**config.mk**
```make
export PLATFORM = sky130hd
export DESIGN_NAME = hx_pair_dispatch
export DESIGN_NICKNAME = d
export VERILOG_FILES = /design/src/rtl/hx_pkg.sv /design/src/rtl/hx_pair_map.sv /design/src/rtl/hx_epilogue.sv /design/src/rtl/hx_pair_dispatch.sv
export SDC_FILE = /design/constraint.sdc
export NUM_CORES = 1
export LEC_CHECK = 0
export ABC_CLOCK_PERIOD_IN_PS = 3400
export BUFFER_PORTS_ARGS = -buffer_cell sky130_fd_sc_hd__buf_2
export CAP_MARGIN = 30
export CORE_ASPECT_RATIO = 0.8
export CORE_UTILIZATION = 45
export CTS_BUF_LIST = sky130_fd_sc_hd__clkbuf_4 sky130_fd_sc_hd__clkbuf_8 sky130_fd_sc_hd__clkbuf_16
export DETAILED_ROUTE_END_ITERATION = 12
export PLACE_DENSITY = 0.66
export RECOVER_POWER = 100
export SYNTH_ARGS = -nofsm -noshare
export SYNTH_HDL_FRONTEND = slang
export SYNTH_SLANG_ARGS = --single-unit
```
**constraint.sdc**
```tcl
create_clock -name clk -period 3.4 [get_ports clk]
set_clock_uncertainty 0.05 [all_clocks]
set_input_delay 0.34 -clock clk [delete_from_list [all_inputs] [get_ports clk]]
set_output_delay 0.34 -clock clk [all_outputs]
set_load 0.03 [all_outputs]
```
**src/rtl/hx_pkg.sv**
```systemverilog
// Shared types for the split-exponent command sequencer.
// Assumes an external unit with nine registers: 0..7 accumulators, 8 power.
package hx_pkg;
    typedef enum logic [1:0] {
        OP_NONE = 2'b00,
        OP_MUL  = 2'b01,
        OP_SQR  = 2'b10,
        OP_INV  = 2'b11
    } op_e;

    localparam logic [3:0] REG_POW = 4'd8;
    localparam logic [3:0] REG_LO  = 4'd4;
    localparam logic [3:0] REG_HI  = 4'd6;

    typedef struct packed {
        op_e        op;
        logic [3:0] dst;
        logic [3:0] src;
    } cmd_t;
endpackage

```
**src/rtl/hx_pair_map.sv**
```systemverilog
// Maps a (high, low) signed-digit column to an accumulator index.
// Codes: 01 = +1, 11 = -1, 00 and 10 = 0. The index is the base-3
// column value with the all-zero column removed from the count.
module hx_pair_map (
    input  logic [1:0] hi_code,
    input  logic [1:0] lo_code,
    output logic       nonzero,
    output logic [2:0] acc_idx
);
    // Shift a digit code to the range 0..2 (-1 -> 0, 0 -> 1, +1 -> 2).
    function automatic logic [3:0] tern(input logic [1:0] c);
        case (c)
            2'b01:   tern = 4'd2;
            2'b11:   tern = 4'd0;
            default: tern = 4'd1;
        endcase
    endfunction

    logic [3:0] col;

    // Form the column value and drop the (0,0) slot at value 4.
    always_comb begin
        col     = tern(hi_code) * 4'd3 + tern(lo_code);
        nonzero = (col != 4'd4);
        acc_idx = (col < 4'd4) ? col[2:0] : 3'(col - 4'd1);
    end
endmodule

```
**src/rtl/hx_epilogue.sv**
```systemverilog
// Closing command list, indexed by position k. Folds the accumulators into
// the low result (reg 4) and the high result (reg 6), squares the high result
// HALF times, then multiplies it into reg 4. Assumes k < HALF + 13.
module hx_epilogue
    import hx_pkg::*;
#(
    parameter int HALF = 4,
    parameter int KW   = 5
) (
    input  logic [KW-1:0] k,
    output cmd_t          cmd,
    output logic          last
);
    // Fixed folding list, then the squaring run, then the final product.
    always_comb begin
        cmd = '{op: OP_MUL, dst: REG_LO, src: REG_HI};
        if (int'(k) < 12) begin
            case (int'(k))
                0:  cmd = '{op: OP_MUL, dst: 4'd3, src: 4'd0};
                1:  cmd = '{op: OP_MUL, dst: 4'd3, src: 4'd5};
                2:  cmd = '{op: OP_MUL, dst: 4'd1, src: 4'd0};
                3:  cmd = '{op: OP_MUL, dst: 4'd1, src: 4'd2};
                4:  cmd = '{op: OP_MUL, dst: 4'd4, src: 4'd2};
                5:  cmd = '{op: OP_MUL, dst: 4'd4, src: 4'd7};
                6:  cmd = '{op: OP_MUL, dst: 4'd6, src: 4'd5};
                7:  cmd = '{op: OP_MUL, dst: 4'd6, src: 4'd7};
                8:  cmd = '{op: OP_INV, dst: 4'd3, src: 4'd3};
                9:  cmd = '{op: OP_INV, dst: 4'd1, src: 4'd1};
                10: cmd = '{op: OP_MUL, dst: 4'd4, src: 4'd3};
                default: cmd = '{op: OP_MUL, dst: 4'd6, src: 4'd1};
            endcase
        end else if (int'(k) < 12 + HALF) begin
            cmd = '{op: OP_SQR, dst: REG_HI, src: REG_HI};
        end
        last = (int'(k) == 12 + HALF);
    end
endmodule

```
**src/rtl/hx_pair_dispatch.sv**
```systemverilog
// Top: latches a signed exponent on start and scans both halves column by
// column. It sends MUL into the column's accumulator for nonzero columns and
// SQR of the power each step, then the closing list. Assumes NDIG >= 3 and a
// sink that holds register contents between commands.
module hx_pair_dispatch
    import hx_pkg::*;
#(
    parameter int NDIG = 7
) (
    input  logic              clk,
    input  logic              rst_n,
    input  logic              start,
    input  logic [2*NDIG-1:0] exp_digits,
    output logic              busy,
    output logic              done,
    output logic              cmd_valid,
    input  logic              cmd_ready,
    output logic [1:0]        cmd_op,
    output logic [3:0]        cmd_dst,
    output logic [3:0]        cmd_src
);
    localparam int PADL  = NDIG + (NDIG % 2);
    localparam int HALF  = PADL / 2;
    localparam int HW    = 2 * HALF;
    localparam int SW    = (HALF > 1) ? $clog2(HALF) : 1;
    localparam int EPI_N = HALF + 13;
    localparam int KW    = $clog2(EPI_N);

    typedef enum logic [1:0] {ST_IDLE, ST_MUL, ST_SQR, ST_EPI} st_e;

    st_e             state;
    logic [HW-1:0]   lo_q, hi_q;
    logic [2*PADL-1:0] padded;
    logic [SW-1:0]   step, nsel;
    logic [KW-1:0]   k;
    logic [2:0]      mul_idx, nxt_idx;
    logic [1:0]      ent_lo, ent_hi;
    logic            nxt_nz, fire, step_last;
    cmd_t            epi_cmd, cur;
    logic            epi_last;

    // Zero-extend the exponent to an even digit count.
    always_comb begin
        padded = '0;
        padded[2*NDIG-1:0] = exp_digits;
    end

    // Column for the next step: the first column when idle, else step + 1.
    always_comb begin
        step_last = (step == SW'(HALF - 1));
        nsel      = step_last ? '0 : step + SW'(1);
        if (state == ST_IDLE) begin
            ent_lo = padded[1:0];
            ent_hi = padded[HW+1:HW];
        end else begin
            ent_lo = lo_q[2*int'(nsel) +: 2];
            ent_hi = hi_q[2*int'(nsel) +: 2];
        end
    end

    hx_pair_map u_map (
        .hi_code (ent_hi),
        .lo_code (ent_lo),
        .nonzero (nxt_nz),
        .acc_idx (nxt_idx)
    );

    hx_epilogue #(.HALF(HALF), .KW(KW)) u_epi (
        .k    (k),
        .cmd  (epi_cmd),
        .last (epi_last)
    );

    // Choose the command offered in the current state.
    always_comb begin
        cur = '{op: OP_NONE, dst: 4'd0, src: 4'd0};
        case (state)
            ST_MUL:  cur = '{op: OP_MUL, dst: {1'b0, mul_idx}, src: REG_POW};
            ST_SQR:  cur = '{op: OP_SQR, dst: REG_POW, src: REG_POW};
            ST_EPI:  cur = epi_cmd;
            default: cur = '{op: OP_NONE, dst: 4'd0, src: 4'd0};
        endcase
        cmd_valid = (state != ST_IDLE);
        cmd_op    = cur.op;
        cmd_dst   = cur.dst;
        cmd_src   = cur.src;
        busy      = (state != ST_IDLE);
        fire      = cmd_valid && cmd_ready;
    end

    // Sequencer: latch, scan the columns, send the closing list, pulse done.
    always_ff @(posedge clk) begin
        if (!rst_n) begin
            state   <= ST_IDLE;
            step    <= '0;
            k       <= '0;
            lo_q    <= '0;
            hi_q    <= '0;
            mul_idx <= '0;
            done    <= 1'b0;
        end else begin
            done <= 1'b0;
            case (state)
                ST_IDLE: if (start) begin
                    lo_q    <= padded[HW-1:0];
                    hi_q    <= padded[2*PADL-1:HW];
                    step    <= '0;
                    mul_idx <= nxt_idx;
                    state   <= nxt_nz ? ST_MUL : ST_SQR;
                end
                ST_MUL: if (fire) state <= ST_SQR;
                ST_SQR: if (fire) begin
                    if (step_last) begin
                        state <= ST_EPI;
                        k     <= '0;
                    end else begin
                        step    <= nsel;
                        mul_idx <= nxt_idx;
                        state   <= nxt_nz ? ST_MUL : ST_SQR;
                    end
                end
                default: if (fire) begin
                    if (epi_last) begin
                        state <= ST_IDLE;
                        done  <= 1'b1;
                    end else begin
                        k <= k + KW'(1);
                    end
                end
            endcase
        end
    end
endmodule

```
==> impl_metrics.env <==
export IMPL_status="finished, final reports clean"
export IMPL_area_growth_pct=16.8
export IMPL_antenna_found_initial=0
export IMPL_viasPerCell=5.17
export IMPL_switching_share_pct=43.0
export IMPL_synth_edf_count=0
export IMPL_numCtsBuffers=5
export IMPL_path_max_fanout=5
export IMPL_grt_overflow=0
export IMPL_drcViolationCount=0
export IMPL_grt_max_degree=24
export IMPL_cp_num_buf_inv=3
export IMPL_crit_path_frequent_cell="mux2i_1"
export IMPL_setup_ws_ns=0.136
export IMPL_avgSynthCellArea_um2=8.27
export IMPL_drive_above_1_share_pct=18.2
export IMPL_slew_limit_headroom_pct=46.1
export IMPL_ys_async_sr_fraction_pct=0
export IMPL_power_frac_seq_pct=29.3
export IMPL_top_layer="met4"
export IMPL_syn_area_mm2=0.00199
export IMPL_antenna_cells=0
export IMPL_grt_pass1_wl_mm=7.20
export IMPL_ys_flop_type="dfxtp_1"
export IMPL_comb_power_share_pct=52.6
export IMPL_detail_route_wl_per_cell_um=13.3
export IMPL_wl_met2_mm=1.74
export IMPL_dieHeight_um=61.4
export IMPL_crit_path_top_delay_cell="fa_1"
export IMPL_synth_seq_area_share_pct=34.3
export IMPL_dieArea_mm2=0.00468
export IMPL_io_buffer_count=30
export IMPL_cts_path_max_buffers=2
export IMPL_critPathRequiredTime_ns=3.50
export IMPL_place_ws_ns=-0.0199
export IMPL_syn_nets=275
export IMPL_cp_top_family="adder cells"
export IMPL_synth_area_top_cells="dfxtp_1, ha_1, nand2_1, a21oi_1, mux2i_1"
export IMPL_p_int_mw=0.994
export IMPL_die_w_um=76.3
export IMPL_clock_root_buffer="clkbuf_8"
export IMPL_maxSlewViolCount=0
export IMPL_endpoint_kind="flip-flop"
export IMPL_dp_hpwl_mm=3.21
export IMPL_n_fill_cell=411
export IMPL_vias=1717
export IMPL_synth_seq_cells=34
export IMPL_dp_cells=321
export IMPL_firstDrtPassIters=4
export IMPL_synth_top_area_share_pct=34.3
export IMPL_crit_arrival_ns=3.37
export IMPL_r2r_slack_ns=0.14
export IMPL_wl_met3_um=160
export IMPL_clock_fmax_mhz=306
export IMPL_fp_coreArea_mm2=0.00420
export IMPL_syn_instance_count=240
export IMPL_critPathLaunchType="flip-flop"
export IMPL_clkPwrFrac_pct=18.2
export IMPL_start_util_pct=47.2
export IMPL_cellPowerDensity_mw_per_mm2=752
export IMPL_maxCapViolations=0
export IMPL_ir_worst_vdd_uv=398
export IMPL_yosysTopAreaCell="dfxtp_1"
export IMPL_fin_nets=309
export IMPL_yosys_top_cells_count="nand2_1, dfxtp_1, a21oi_1, nor2_1, ha_1"
export IMPL_drt_iter0_markers=118
export IMPL_critPathMaxStageDelay_ns=0.57
export IMPL_path_clk_slew_ns=0.08
export IMPL_yosysUniqueCellTypes=44
export IMPL_drtAntennaViolNets=0
export IMPL_clock_latency_ns=0.29
export IMPL_drt_wl_total_mm=4.40
export IMPL_cts_tree="done"
export IMPL_core_rowCount=21
export IMPL_setup_worst_path_class="flip-flop to flip-flop"
export IMPL_crit_chain="ha_4 > nor2_4 > buf_6 > mux4_2 > mux2i_1 > a211oi_2 > ha_1 > ha_2 > inv_2 > fa_1 > buf_4 > nand2_2 > xnor2_1 > mux2i_1 > nor2_1"
export IMPL_grt_use_total_pct=20.2
export IMPL_period_minus_slack_ns=3.26
export IMPL_min_period_over_period_pct=96.0
export IMPL_cts_sinks=34
export IMPL_setup_violations=0
export IMPL_met1Wirelength_mm=2.43
export IMPL_grt_pass1_vias=1505
export IMPL_hp_class="primary input to flip-flop"
export IMPL_yosysMostFrequentCell="nand2_1"
export IMPL_ys_warn_count=0
export IMPL_worstMarginPinSlew_ns=0.808
export IMPL_hold_viol_final=0
export IMPL_p_sw_mw=0.751
export IMPL_leakage_nw=0.909
export IMPL_htree_levels=2
export IMPL_layoutNonFillerInstCount=332
export IMPL_place_congestion=0.798
export IMPL_io_pins=31
[power groups by stage]
stage / combinational (mW) / clock, mW / sequential, mW
after floorplan: 0.674 / 0 / 0.506
after global placement: 0.831 / 0 / 0.520
after detailed placement: 0.850 / 0 / 0.518
after CTS: 0.858 / 0.324 / 0.509
after global routing: 1.04 / 0.345 / 0.522
final: 0.917 / 0.317 / 0.511
[metal layers]
metal	up-vias	track usage, %
met5	-	0
met2	28	27.8
li1	895	-
met3	8	4.44
met4	0	8.52
met1	786	30.3
[worst min-delay path, delay by kind of cell]
| family | cells | cell delay, ns |
|---|---|---|
| AO/OA/AOI/OAI | 1 | 0.05 |
| buffers and inverters | 1 | 0.09 |
| AND/OR/NAND/NOR | 1 | 0.05 |
[through the flow]
| step | cell area [um^2] | setup TNS (ns) | hold slack [ns] | util, % | total power [mW] |
|---|---|---|---|---|---|
| final | 2320 | 0 | 0.229 | 55.2 | 1.75 |
| after CTS | 2290 | 0 | 0.227 | 54.6 | 1.69 |
| after global routing | 2320 | -0.0316 | 0.235 | 55.2 | 1.91 |
| after floorplan | 1990 | 0 | 0.383 | - | 1.18 |
| after global placement | 2190 | 0 | 0.392 | 52.2 | 1.35 |
| after detailed placement | 2190 | -0.0199 | 0.397 | 52.2 | 1.37 |
[kinds of logic after synthesis]
logic type / Yosys count / synth area share [%]
multiplexers: 14 / 8.44
AO/OA/AOI/OAI: 53 / 16.4
XOR/XNOR: 3 / 1.32
adder cells (fa/ha/maj): 17 / 11.1
flip-flops: 34 / 34.3
AND/OR/NAND/NOR: 94 / 23.4
buffers and inverters: 25 / 4.98
[cell type report]
class / count / area [um^2] / area share, %
clock inverters: 2 / 12.5 / 0.539
repair buffers: 37 / 190 / 8.20
well taps: 57 / 71.3 / 3.07
flip-flops and latches: 34 / 683 / 29.4
inverters: 15 / 56.3 / 2.43
clock buffers: 6 / 82.6 / 3.56
multi-input cells: 181 / 1220 / 52.8
[final timing paths]
check	from	end	cells after the start
worst min register to register	hi_q[5]$_SDFFE_PN0P_	hi_q[5]$_SDFFE_PN0P_	2
worst min-delay path	exp_digits[5]	lo_q[5]$_SDFFE_PN0P_	3
worst max-delay path	step[0]$_SDFFE_PN0P_	mul_idx[0]$_SDFFE_PN0P_	15
worst max register to register	step[0]$_SDFFE_PN0P_	mul_idx[0]$_SDFFE_PN0P_	15
[timing repair]
action / CTS / global route
resized for setup: 1 / 14
hold buffers: 0 / 0
endpoints found under the setup margin: 1 / 4
gates cloned: 0 / 0
buffers inserted: 0 / 3
pin swaps: 0 / 9
[cells in the final DEF (no fill, tap or decap), types with 2 or more instances in the layout]
master	count
mux2_2	2
mux2i_1	10
o211ai_1	6
clkbuf_8	6
dfxtp_1	32
xnor2_1	2
a21oi_1	21
o21ai_0	12
nor4_1	2
buf_2	17
inv_1	14
clkbuf_1	13
nand3b_1	3
a22oi_1	2
nand2_1	41
nand2b_1	7
nor2_1	20
nor3_1	4
mux4_2	2
o21a_1	2
ha_1	14
dfxtp_2	2
buf_4	6
nor2b_1	4
Power figures use the tool's default switching activity.
